## src/rtl/pof_pkg.sv

```systemverilog
package pof_pkg;
  localparam int BYTE_W    = 8;
  localparam int MAX_BYTES = 4;
  localparam int WORD_W    = MAX_BYTES * BYTE_W;
  localparam int PH_W      = $clog2(MAX_BYTES);
  localparam int RAW_W     = 10;
  localparam int RAW_PAD   = 2 * BYTE_W - RAW_W;
  localparam int RAW_HI_LSB = WORD_W / 2;

  typedef enum logic [1:0] {
    FMT_YCC = 2'd0,
    FMT_RGB = 2'd1,
    FMT_RAW = 2'd2,
    FMT_RAX = 2'd3
  } fmt_e;

  function automatic logic [BYTE_W-1:0] lane(input logic [WORD_W-1:0] w, input int idx);
    return w[idx*BYTE_W +: BYTE_W];
  endfunction

  function automatic logic [BYTE_W-1:0] ycc_byte(input logic [WORD_W-1:0] w,
                                                 input logic [1:0] sub,
                                                 input logic [PH_W-1:0] ph);
    int idx;
    idx = 0;
    case (sub)
      2'd0: case (ph) 2'd0: idx = 1; 2'd1: idx = 0; 2'd2: idx = 3; default: idx = 2; endcase
      2'd1: case (ph) 2'd0: idx = 3; 2'd1: idx = 0; 2'd2: idx = 1; default: idx = 2; endcase
      2'd2: idx = int'(ph);
      default: case (ph) 2'd0: idx = 0; 2'd1: idx = 3; 2'd2: idx = 2; default: idx = 1; endcase
    endcase
    return lane(w, idx);
  endfunction

  function automatic logic [BYTE_W-1:0] rgb_byte(input logic [WORD_W-1:0] w,
                                                 input logic swap,
                                                 input logic [PH_W-1:0] ph);
    logic [4:0] r, b, lead, tail;
    logic [5:0] g;
    r = w[15:11];
    g = w[10:5];
    b = w[4:0];
    lead = swap ? b : r;
    tail = swap ? r : b;
    return ph[0] ? {g[2:0], tail} : {lead, g[5:3]};
  endfunction

  function automatic logic [BYTE_W-1:0] raw_byte(input logic [WORD_W-1:0] w,
                                                 input logic swap,
                                                 input logic [PH_W-1:0] ph);
    logic [RAW_W-1:0] s;
    s = (ph[1] ^ swap) ? w[RAW_HI_LSB +: RAW_W] : w[0 +: RAW_W];
    return ph[0] ? s[BYTE_W-1:0] : {{RAW_PAD{1'b0}}, s[RAW_W-1:BYTE_W]};
  endfunction

  function automatic logic four_byte_beat(input logic [1:0] fmt);
    return fmt_e'(fmt) != FMT_RGB;
  endfunction
endpackage

```

## src/rtl/pof_beat_hold.sv

```systemverilog
module pof_beat_hold
  import pof_pkg::*;
(
  input  logic              clk,
  input  logic              rst_n,
  input  logic              in_valid,
  input  logic [WORD_W-1:0] in_word,
  input  logic              in_eol,
  input  logic              four_next,
  output logic              ready,
  output logic              acc,
  output logic              busy,
  output logic [WORD_W-1:0] word_q,
  output logic [PH_W-1:0]   phase_q,
  output logic              eol_done
);
  localparam logic [PH_W-1:0] LAST4 = PH_W'(MAX_BYTES - 1);
  localparam logic [PH_W-1:0] LAST2 = PH_W'(1);

  logic four_q, eol_q, last;

  assign last     = busy && (phase_q == (four_q ? LAST4 : LAST2));
  assign ready    = !busy || (last && !eol_q);
  assign acc      = in_valid && ready;
  assign eol_done = last && eol_q;

  always_ff @(posedge clk or negedge rst_n) begin
    if (!rst_n) begin
      busy    <= 1'b0;
      phase_q <= '0;
      word_q  <= '0;
      four_q  <= 1'b0;
      eol_q   <= 1'b0;
    end else if (acc) begin
      busy    <= 1'b1;
      phase_q <= '0;
      word_q  <= in_word;
      four_q  <= four_next;
      eol_q   <= in_eol;
    end else if (busy) begin
      if (last) begin
        busy    <= 1'b0;
        phase_q <= '0;
      end else begin
        phase_q <= phase_q + PH_W'(1);
      end
    end
  end
endmodule

```

## src/rtl/pof_frame_ctl.sv

```systemverilog
module pof_frame_ctl
  import pof_pkg::*;
(
  input  logic       clk,
  input  logic       rst_n,
  input  logic       acc,
  input  logic       in_sof,
  input  logic       in_sol,
  input  logic       eol_done,
  input  logic [1:0] cfg_fmt,
  input  logic [1:0] cfg_sub,
  output logic [1:0] fmt_q,
  output logic [1:0] sub_q,
  output logic       four_next,
  output logic       vsync_q,
  output logic       line_q
);
  logic frame_open;

  assign frame_open = acc && in_sof;
  assign four_next  = four_byte_beat(in_sof ? cfg_fmt : fmt_q);

  always_ff @(posedge clk or negedge rst_n) begin
    if (!rst_n) begin
      fmt_q   <= FMT_YCC;
      sub_q   <= 2'd0;
      vsync_q <= 1'b0;
      line_q  <= 1'b0;
    end else begin
      vsync_q <= frame_open;
      if (frame_open) begin
        fmt_q <= cfg_fmt;
        sub_q <= cfg_sub;
      end
      if (acc && in_sol)  line_q <= 1'b1;
      else if (eol_done)  line_q <= 1'b0;
    end
  end
endmodule

```

## src/rtl/pof_byte_mux.sv

```systemverilog
module pof_byte_mux
  import pof_pkg::*;
(
  input  logic              busy,
  input  logic [WORD_W-1:0] word,
  input  logic [1:0]        fmt,
  input  logic [1:0]        sub,
  input  logic [PH_W-1:0]   phase,
  output logic [BYTE_W-1:0] data
);
  logic [BYTE_W-1:0] cand [MAX_BYTES];

  for (genvar f = 0; f < MAX_BYTES; f++) begin : g_fmt
    if (f == int'(FMT_YCC)) begin : g_ycc
      assign cand[f] = ycc_byte(word, sub, phase);
    end else if (f == int'(FMT_RGB)) begin : g_rgb
      assign cand[f] = rgb_byte(word, sub[0], phase);
    end else begin : g_raw
      assign cand[f] = raw_byte(word, sub[0], phase);
    end
  end

  assign data = busy ? cand[fmt] : '0;
endmodule

```

## src/rtl/pix_out_fmt.sv

```systemverilog
module pix_out_fmt
  import pof_pkg::*;
(
  input  logic              clk,
  input  logic              rst_n,
  input  logic [1:0]        cfg_fmt,
  input  logic [1:0]        cfg_sub,
  input  logic              in_valid,
  output logic              in_ready,
  input  logic              in_sof,
  input  logic              in_sol,
  input  logic              in_eol,
  input  logic [WORD_W-1:0] in_word,
  output logic [BYTE_W-1:0] out_data,
  output logic              out_stb,
  output logic              out_hsync,
  output logic              out_vsync
);
  logic              acc, busy, eol_done, four_next;
  logic [WORD_W-1:0] word_q;
  logic [PH_W-1:0]   phase_q;
  logic [1:0]        fmt_q, sub_q;

  pof_beat_hold u_hold (
    .clk(clk), .rst_n(rst_n), .in_valid(in_valid), .in_word(in_word),
    .in_eol(in_eol), .four_next(four_next), .ready(in_ready), .acc(acc),
    .busy(busy), .word_q(word_q), .phase_q(phase_q), .eol_done(eol_done)
  );

  pof_frame_ctl u_frame (
    .clk(clk), .rst_n(rst_n), .acc(acc), .in_sof(in_sof), .in_sol(in_sol),
    .eol_done(eol_done), .cfg_fmt(cfg_fmt), .cfg_sub(cfg_sub),
    .fmt_q(fmt_q), .sub_q(sub_q), .four_next(four_next),
    .vsync_q(out_vsync), .line_q(out_hsync)
  );

  pof_byte_mux u_mux (
    .busy(busy), .word(word_q), .fmt(fmt_q), .sub(sub_q),
    .phase(phase_q), .data(out_data)
  );

  assign out_stb = busy;
endmodule

```

## config.mk

```make
export PLATFORM = sky130hd
export DESIGN_NAME = pix_out_fmt
export DESIGN_NICKNAME = d
export VERILOG_FILES = /design/src/rtl/pof_pkg.sv /design/src/rtl/pof_beat_hold.sv /design/src/rtl/pof_frame_ctl.sv /design/src/rtl/pof_byte_mux.sv /design/src/rtl/pix_out_fmt.sv
export SDC_FILE = /design/constraint.sdc
export NUM_CORES = 1
export LEC_CHECK = 0
export ABC_CLOCK_PERIOD_IN_PS = 3000
export BUFFER_PORTS_ARGS = -buffer_cell sky130_fd_sc_hd__buf_2
export CAP_MARGIN = 30
export CORE_MARGIN = 4
export CORE_UTILIZATION = 30
export CTS_CLUSTER_SIZE = 16
export DETAILED_ROUTE_END_ITERATION = 16
export HOLD_SLACK_MARGIN = 0.08
export SLEW_MARGIN = 25
export SYNTH_ARGS = -nofsm -noshare
export SYNTH_HDL_FRONTEND = slang
export SYNTH_SLANG_ARGS = --single-unit
export TNS_END_PERCENT = 20
```

## constraint.sdc

```tcl
create_clock -name clk -period 3 [get_ports clk]
set_input_delay 0.3 -clock clk [delete_from_list [all_inputs] [get_ports clk]]
set_output_delay 0.3 -clock clk [all_outputs]
set_load 0.03 [all_outputs]
```

==> results of run 1 <==
what timing repair did:
| item | CTS | global route |
|---|---|---|
| setup endpoints to repair | 0 | 8 |
| endpoints found under the hold margin | 17 | 0 |
| hold buffers | 1 | 0 |
| resized for setup | 0 | 5 |
critical path, cell delays in order, from the launching register on:
cell	delay, ns
dfrtp_2	0.46
inv_2	0.10
ha_1	0.33
xnor2_1	0.13
nand2_1	0.08
and2_1	0.17
mux4_2	0.50
o31a_1	0.25
buf_2	0.18
area by class of cell:
type                            instances  area (sq um)  area share [%]
Multi-Input combinational cell        145          1300            43.9
Sequential cell                        43          1080            36.4
Timing Repair Buffer                   63           359            12.1
Tap cell                              102           128            4.30
Clock buffer                            6          72.6            2.45
Inverter                                7          26.3           0.886
state kept, by name, indices dropped and copies added, names as in the netlist:
name / flops
u_hold.four_q: 1
u_hold.phase_q: 2
u_hold.busy: 1
u_frame.sub_q: 2
u_frame.fmt_q: 2
u_frame.vsync_q: 1
u_hold.eol_q: 1
u_hold.word_q: 32
u_frame.line_q: 1
cells by family (layout without fill, tap and decap cells):
group                    Yosys count  after routing  share of synthesized area (%)
AO/OA/AOI/OAI                     38             38                           11.1
XOR/XNOR                           3              3                           1.38
adder cells (fa/ha/maj)            4              4                           2.04
flip-flops                        43             43                           43.8
AND/OR/NAND/NOR                   30             30                           5.19
multiplexers                      70             70                           33.0
buffers and inverters             19             76                           3.46
path summary, 6_finish.rpt:
kind | start | end | depth (start not counted)
max in group asynchronous | rst_n | u_hold.phase_q[1]$_DFFE_PN0P_ | 3
setup reg to reg | u_hold.busy$_DFF_PN0_ | u_hold.word_q[23]$_DFFE_PN0N_ | 5
setup / recovery | u_hold.phase_q[0]$_DFFE_PN0P_ | out_data[6] | 8
hold reg to reg | u_hold.word_q[29]$_DFFE_PN0N_ | u_hold.word_q[29]$_DFFE_PN0N_ | 1
min in group asynchronous | rst_n | u_hold.word_q[15]$_DFFE_PN0N_ | 2
hold / removal | in_eol | u_hold.eol_q$_DFFE_PN0N_ | 2
cells in the mapped netlist (4+ instances only):
cell type,n
dfrtp_1,43
nand2_1,13
mux4_2,5
inv_1,6
ha_1,4
mux2i_1,26
o21ai_0,11
nand3_1,4
o311a_1,4
o31ai_1,6
nor2_1,9
buf_2,5
mux2_2,39
clkbuf_1,5
o211ai_1,5
metrics by stage:
step / hold WS, ns / setup TNS [ns]
final: 0.237 / 0
after global routing: 0.223 / 0
after CTS: 0.229 / 0
after detailed placement: 0.262 / 0
after global placement: 0.496 / 0
after floorplan: 0.00441 / -0.0925
power breakdown:
part | leakage [uW] | internal, uW | switching [uW] | total [uW]
combinational | 0.000835 | 1140 | 1170 | 2310
sequential | 0.000507 | 875 | 382 | 1260
clock | 0.0000371 | 155 | 180 | 335
total | 0.00138 | 2170 | 1730 | 3900
cells in the final DEF, fill, tap and decap left out, types with 2 or more instances in the layout:
master and instances:
o31ai_1 6, xnor2_1 2, o311a_1 4, ha_1 4
inv_1 5, nand2_1 13, buf_2 53, clkbuf_8 5
mux2_2 39, o211ai_1 5, o21ai_0 10, nor2_1 9
buf_4 7, a31oi_1 2, dfrtp_2 2, dfrtp_1 41
mux4_2 5, a21oi_1 3, inv_2 2, o221a_2 2
nand3_1 4, mux2i_1 26
metal layers:
metal | GRT usage (%) | routed length (um) | share of wire [%]
met1 | 16.5 | 2740 | 46
met2 | 20.2 | 2830 | 48
met3 | 3.33 | 291 | 4.9
met4 | 2.94 | 52 | 0.88
met5 | 0 | 0 | 0
==> qor.yml, run 1 <==
run_status: "finished, final reports clean"
synthesis.area_sq_um: 2460
post-route-period-util_pct: 92.9
maxCapViolCount: 0
clockBufferDepth: 2
syn-num-nets: 253
track_usage_pct: 12.4
p_leak_uw: 0.00138
ios: 54
crit_required_ns: 2.70
irDropWorstVdd_v: 0.000465
end_kind: "output pin"
seq_area_frac_synth_pct: 43.8
hold_violations: 0
route.detailed.drc: 0
synth_top_area_share_pct: 43.8
power.density_nw_per_um2: 1320
fillers: 812
clock.fmax_ghz: 0.359
grt-ovfl-total: 0
rsz0062_at_grt: "no"
diodes: 0
ys.flop_type: "dfrtp_1"
placementRows: 32
vias: 1845
hold_class: "in -> reg"
utilization_pct: 37.8
async_reset_ff_share_pct: 100
synth.distinct_cells: 31
clock_latency_ns: 0.29
wirelength_um: 5920
setup_viol: 0
instances_no_fill: 366
cts_max_level: 2
fp.dieW_um: 98.5
grt_max_degree: 27
placed_cell_area_sq_um: 2870
slew_violations: 0
reg2reg_slack_ns: 1.01
cts_root_buffer: "clkbuf_8"
cp.arrival_ns: 2.49
timing.final.ws_setup_ns: 0.213
dr.pass1.iters: 4
start_util_pct: 31.3
fin_skew_ns: 0.00720
synth_edf_count: 0
cts_buffers: 5
syn_avg_cell_area_sq_um: 11.9
wl_per_cell_um: 16.2
synth-seq-cells: 43
synthTopCellsByArea: "dfrtp_1, mux2_2, mux2i_1"
ys.warnings.count: 0
grt_pass1_vias: 1905
clkSinkCount: 43
critPathMaxFanout: 9
cts.clk_slew.worst_paths_ns: 0.07
crit_type: "reg -> out"
post-route-min-period_ns: 2.79
grt_antenna_before_repair: 0
port_buffers: 53
die_h_um: 98.5
routabilityCongestion: 0.779
grt_pass1_wl_um: 9760
start_kind: "flip-flop"
dp_slack_ns: 0.348
final_cell_area_sq_um: 2970
timing.slew.headroom_pct: 57.1
dp_hpwl_um: 4540
placed_cells: 359
cts_setup_buffers: 0
synthCells: 207
final_nets: 311
via_per_inst: 5.04
worst_slew_pin_slew_ns: 0.643
antenna_left: 0
drtIter0Drc: 84
die-area_sq_um: 9700
syn2layout_area_growth_pct: 20.7
total_power_uw: 3900
yosys.area.top_type: "dfrtp_1"
drive_gt1_share_pct: 45.5
coreArea_sq_um: 7850
cts_tree: "done"
(Power assumes the default switching activity.)
==> run 2: changes to the inputs <==
Settings changed: SYNTH_HIERARCHICAL from default to 1.
==> run 2 against run 1 <==
Via count grew 8.1%. Clock power rose by 1%. Synthesized area increased by 7.8%. Clock-buffer cell count stayed put. Register-to-register slack got worse by 0.02 ns. Non-clock buffer count up 1. Routed wire length rose by 5.7%. Largest power group unchanged. Highest routed layer unchanged.
==> qor.yml, run 2 <==
start_kind: "flip-flop"  # unchanged
via_per_inst: 5.12  # was 5.04
syn2layout_area_growth_pct: 19.6  # was 20.7%
placed_cells: 380  # was 359
crit_end: "out_data[6]"  # unchanged
critPathMaxFanout: 7  # was 9
ys.warnings.count: 6  # was 0
crit_required_ns: 2.70  # about the same
reg2reg_slack_ns: 0.99  # was 1.01 ns
cp.arrival_ns: 2.52  # was 2.49 ns
post-route-period-util_pct: 94.0  # was 92.9%
clkSinkCount: 43  # unchanged
wirelength_um: 6250  # was 5920 um
fin_skew_ns: 0.00405  # was 0.00720 ns
synth_top_family_by_area: "multiplexers"  # unchanged
crit_type: "reg -> out"  # unchanged
diodes: 0  # unchanged
fillers: 883  # was 812
route.detailed.drc: 0  # unchanged
ff2ff_path_depth: 4  # was 5
port_buffers: 53  # unchanged
drtIter0Drc: 113  # was 84
post-route-min-period_ns: 2.82  # was 2.79 ns
final_nets: 329  # was 311
cts_tree: "done"  # unchanged
slew_violations: 0  # unchanged
track_usage_pct: 12.7  # was 12.4%
die-area_sq_um: 10400  # was 9700 sq um
whs_ns: 0.228  # was 0.237 ns
synth-seq-cells: 43  # unchanged
post_synth_xor_area_fraction_pct: 1.37  # about the same
yosysMostFrequentCell: "dfrtp_1"  # unchanged
rsz0062_at_grt: "no"  # unchanged
worst_slew_pin_slew_ns: 0.637  # was 0.643 ns
coreArea_sq_um: 8640  # was 7850 sq um
start_util_pct: 30.7  # was 31.3%
layout_commonest_cell: "buf_2"  # unchanged
clock.fmax_ghz: 0.355  # was 0.359 GHz
synthTopCellsByArea: "dfrtp_1, mux2_2, mux2i_1"  # unchanged
final_cell_mix: "buf_2, dfrtp_1, mux2_2, mux2i_1"  # was buf_2, dfrtp_1, mux2_2, mux2i_1, nand2_1
timing.slew.headroom_pct: 57.5  # was 57.1%
synth_top_area_share_pct: 40.6  # was 43.8%
synthesis.area_sq_um: 2650  # was 2460 sq um
grt_pass1_wl_um: 10500  # was 9760 um
run_status: "finished, final reports clean"  # unchanged
wl_per_cell_um: 16.0  # was 16.2 um
synth_simple_gate_area_share_pct: 7.94  # was 5.19%
cts_root_buffer: "clkbuf_8"  # unchanged
instances_no_fill: 390  # was 366
irDropWorstVdd_v: 0.000491  # was 0.000465 V
ios: 54  # unchanged
synthMuxAreaShare_pct: 31.4  # was 33.0%
worstReg2RegEnd: "u_hold/word_q[14]$_DFFE_PN0P_"  # was u_hold.word_q[23]$_DFFE_PN0N_
synthTopCellsByCount: "dfrtp_1, mux2_2, mux2i_1"  # unchanged
ys.flop_type: "dfrtp_1"  # unchanged
yosys.area.top_type: "dfrtp_1"  # unchanged
syn-num-nets: 269  # was 253
antenna_left: 0  # unchanged
largest_register_ffs: 32  # unchanged
seq_area_frac_synth_pct: 40.6  # was 43.8%
grt-ovfl-total: 0  # unchanged
grt_pass1_vias: 2101  # was 1905
hold_class: "in -> reg"  # unchanged
grt_antenna_before_repair: 0  # unchanged
synth_edf_count: 0  # unchanged
cts.clk_slew.worst_paths_ns: 0.08  # was 0.07 ns
synth-compound-area-share_pct: 12.3  # was 11.1%
r2r-start: "u_hold/busy$_DFF_PN0_"  # was u_hold.busy$_DFF_PN0_
grt_max_degree: 33  # was 27
dr.pass1.iters: 5  # was 4
cts_max_level: 2  # unchanged
crit_start: "u_hold/phase_q[0]$_DFFE_PN0P_"  # was u_hold.phase_q[0]$_DFFE_PN0P_
setup_viol: 0  # unchanged
routabilityCongestion: 0.783  # was 0.779
cts_buffers: 5  # unchanged
die_h_um: 102  # was 98.5 um
vias: 1995  # was 1845
maxCapViolCount: 0  # unchanged
clockBufferDepth: 2  # unchanged
hp-start: "in_sol"  # was in_eol
synth.distinct_cells: 41  # was 31
end_kind: "output pin"  # unchanged
clock_latency_ns: 0.29  # about the same
placementRows: 34  # was 32
power.density_nw_per_um2: 1310  # was 1320 nW/um^2
hold_violations: 0  # unchanged
p_leak_uw: 0.00145  # was 0.00138 uW
drive_gt1_share_pct: 44.3  # was 45.5%
top_register: "u_hold/word_q"  # was u_hold.word_q
dp_hpwl_um: 4650  # was 4540 um
fp.dieW_um: 102  # was 98.5 um
synth_fa_ha_area_share_pct: 1.89  # was 2.04%
syn_avg_cell_area_sq_um: 11.9  # about the same
synthCells: 223  # was 207
async_reset_ff_share_pct: 100  # unchanged
run 2: kinds of logic (layout without fill, tap and decap cells):
group,after synthesis,after routing
AO/OA/AOI/OAI,42,42
buffers and inverters,19,78
AND/OR/NAND/NOR,43,43
XOR/XNOR,2,2
adder cells (fa/ha/maj),4,4
flip-flops,43,43
multiplexers,70,70
run 2: worst min-delay path by stage:
stage,endpoint,slack [ns],cells past startpoint
finish,u_frame/line_q$_DFFE_PN0P_,0.23,3
global route,u_hold/word_q[28]$_DFFE_PN0P_,0.23,2
CTS,u_frame/line_q$_DFFE_PN0P_,0.23,3
detailed placement,u_frame/line_q$_DFFE_PN0P_,0.36,1
global placement,u_hold/word_q[26]$_DFFE_PN0P_,0.50,1
floorplan,u_frame/fmt_q[0]$_DFFE_PN0P_,0.004,0
run 2: report_power, final:
| group | total, uW | internal, uW | switching (uW) |
|---|---|---|---|
| registers | 1270 | 876 | 396 |
| clock network | 340 | 155 | 184 |
| logic | 2550 | 1280 | 1270 |
run 2: worst max-delay path, cell delays in order, from the launching register on:
cell and delay (ns):
dfrtp_2 0.46, ha_1 0.28, or3_1 0.42, a22oi_2 0.23
buf_4 0.17, nand2b_4 0.08, o21ai_0 0.19, o311a_1 0.20
buf_2 0.19
run 2: routing by layer:
metal | vias up | part of all wire, % | track usage (%)
li1 | 942 | - | -
met1 | 999 | 44 | 15.9
met2 | 47 | 51 | 22.0
met3 | 7 | 3.4 | 2.53
met4 | 0 | 1.5 | 4.04
met5 | - | 0 | 0
run 2: final cells by class:
cell class	instances	area (sq um)	area share (%)
Inverter	8	30.0	0.948
Timing Repair Buffer	64	383	12.1
Tap cell	108	135	4.27
Sequential cell	43	1080	34.1
Clock buffer	6	72.6	2.29
Multi-Input combinational cell	161	1470	46.3
run 2: timing repair:
item                                   in CTS  in global routing
endpoints found under the hold margin      25                  0
setup endpoints to repair                   8                  5
pin swaps                                   1                  2
hold buffers                                1                  0
resized for setup                           0                  5
buffers inserted                            2                  1
run 2: stage by stage:
step                instance area [sq um]  util, %  setup TNS, ns  total power [uW]  worst slack, ns
floorplan                            2650        -         -0.217              3140           -0.109
detailed placement                   3040     35.2              0              3730            0.135
finish                               3170     36.7              0              4160            0.179
CTS                                  3150     36.4              0              4150           0.0796
global placement                     3010     34.8              0              3660            0.227
global route                         3170     36.7              0              4490           0.0253
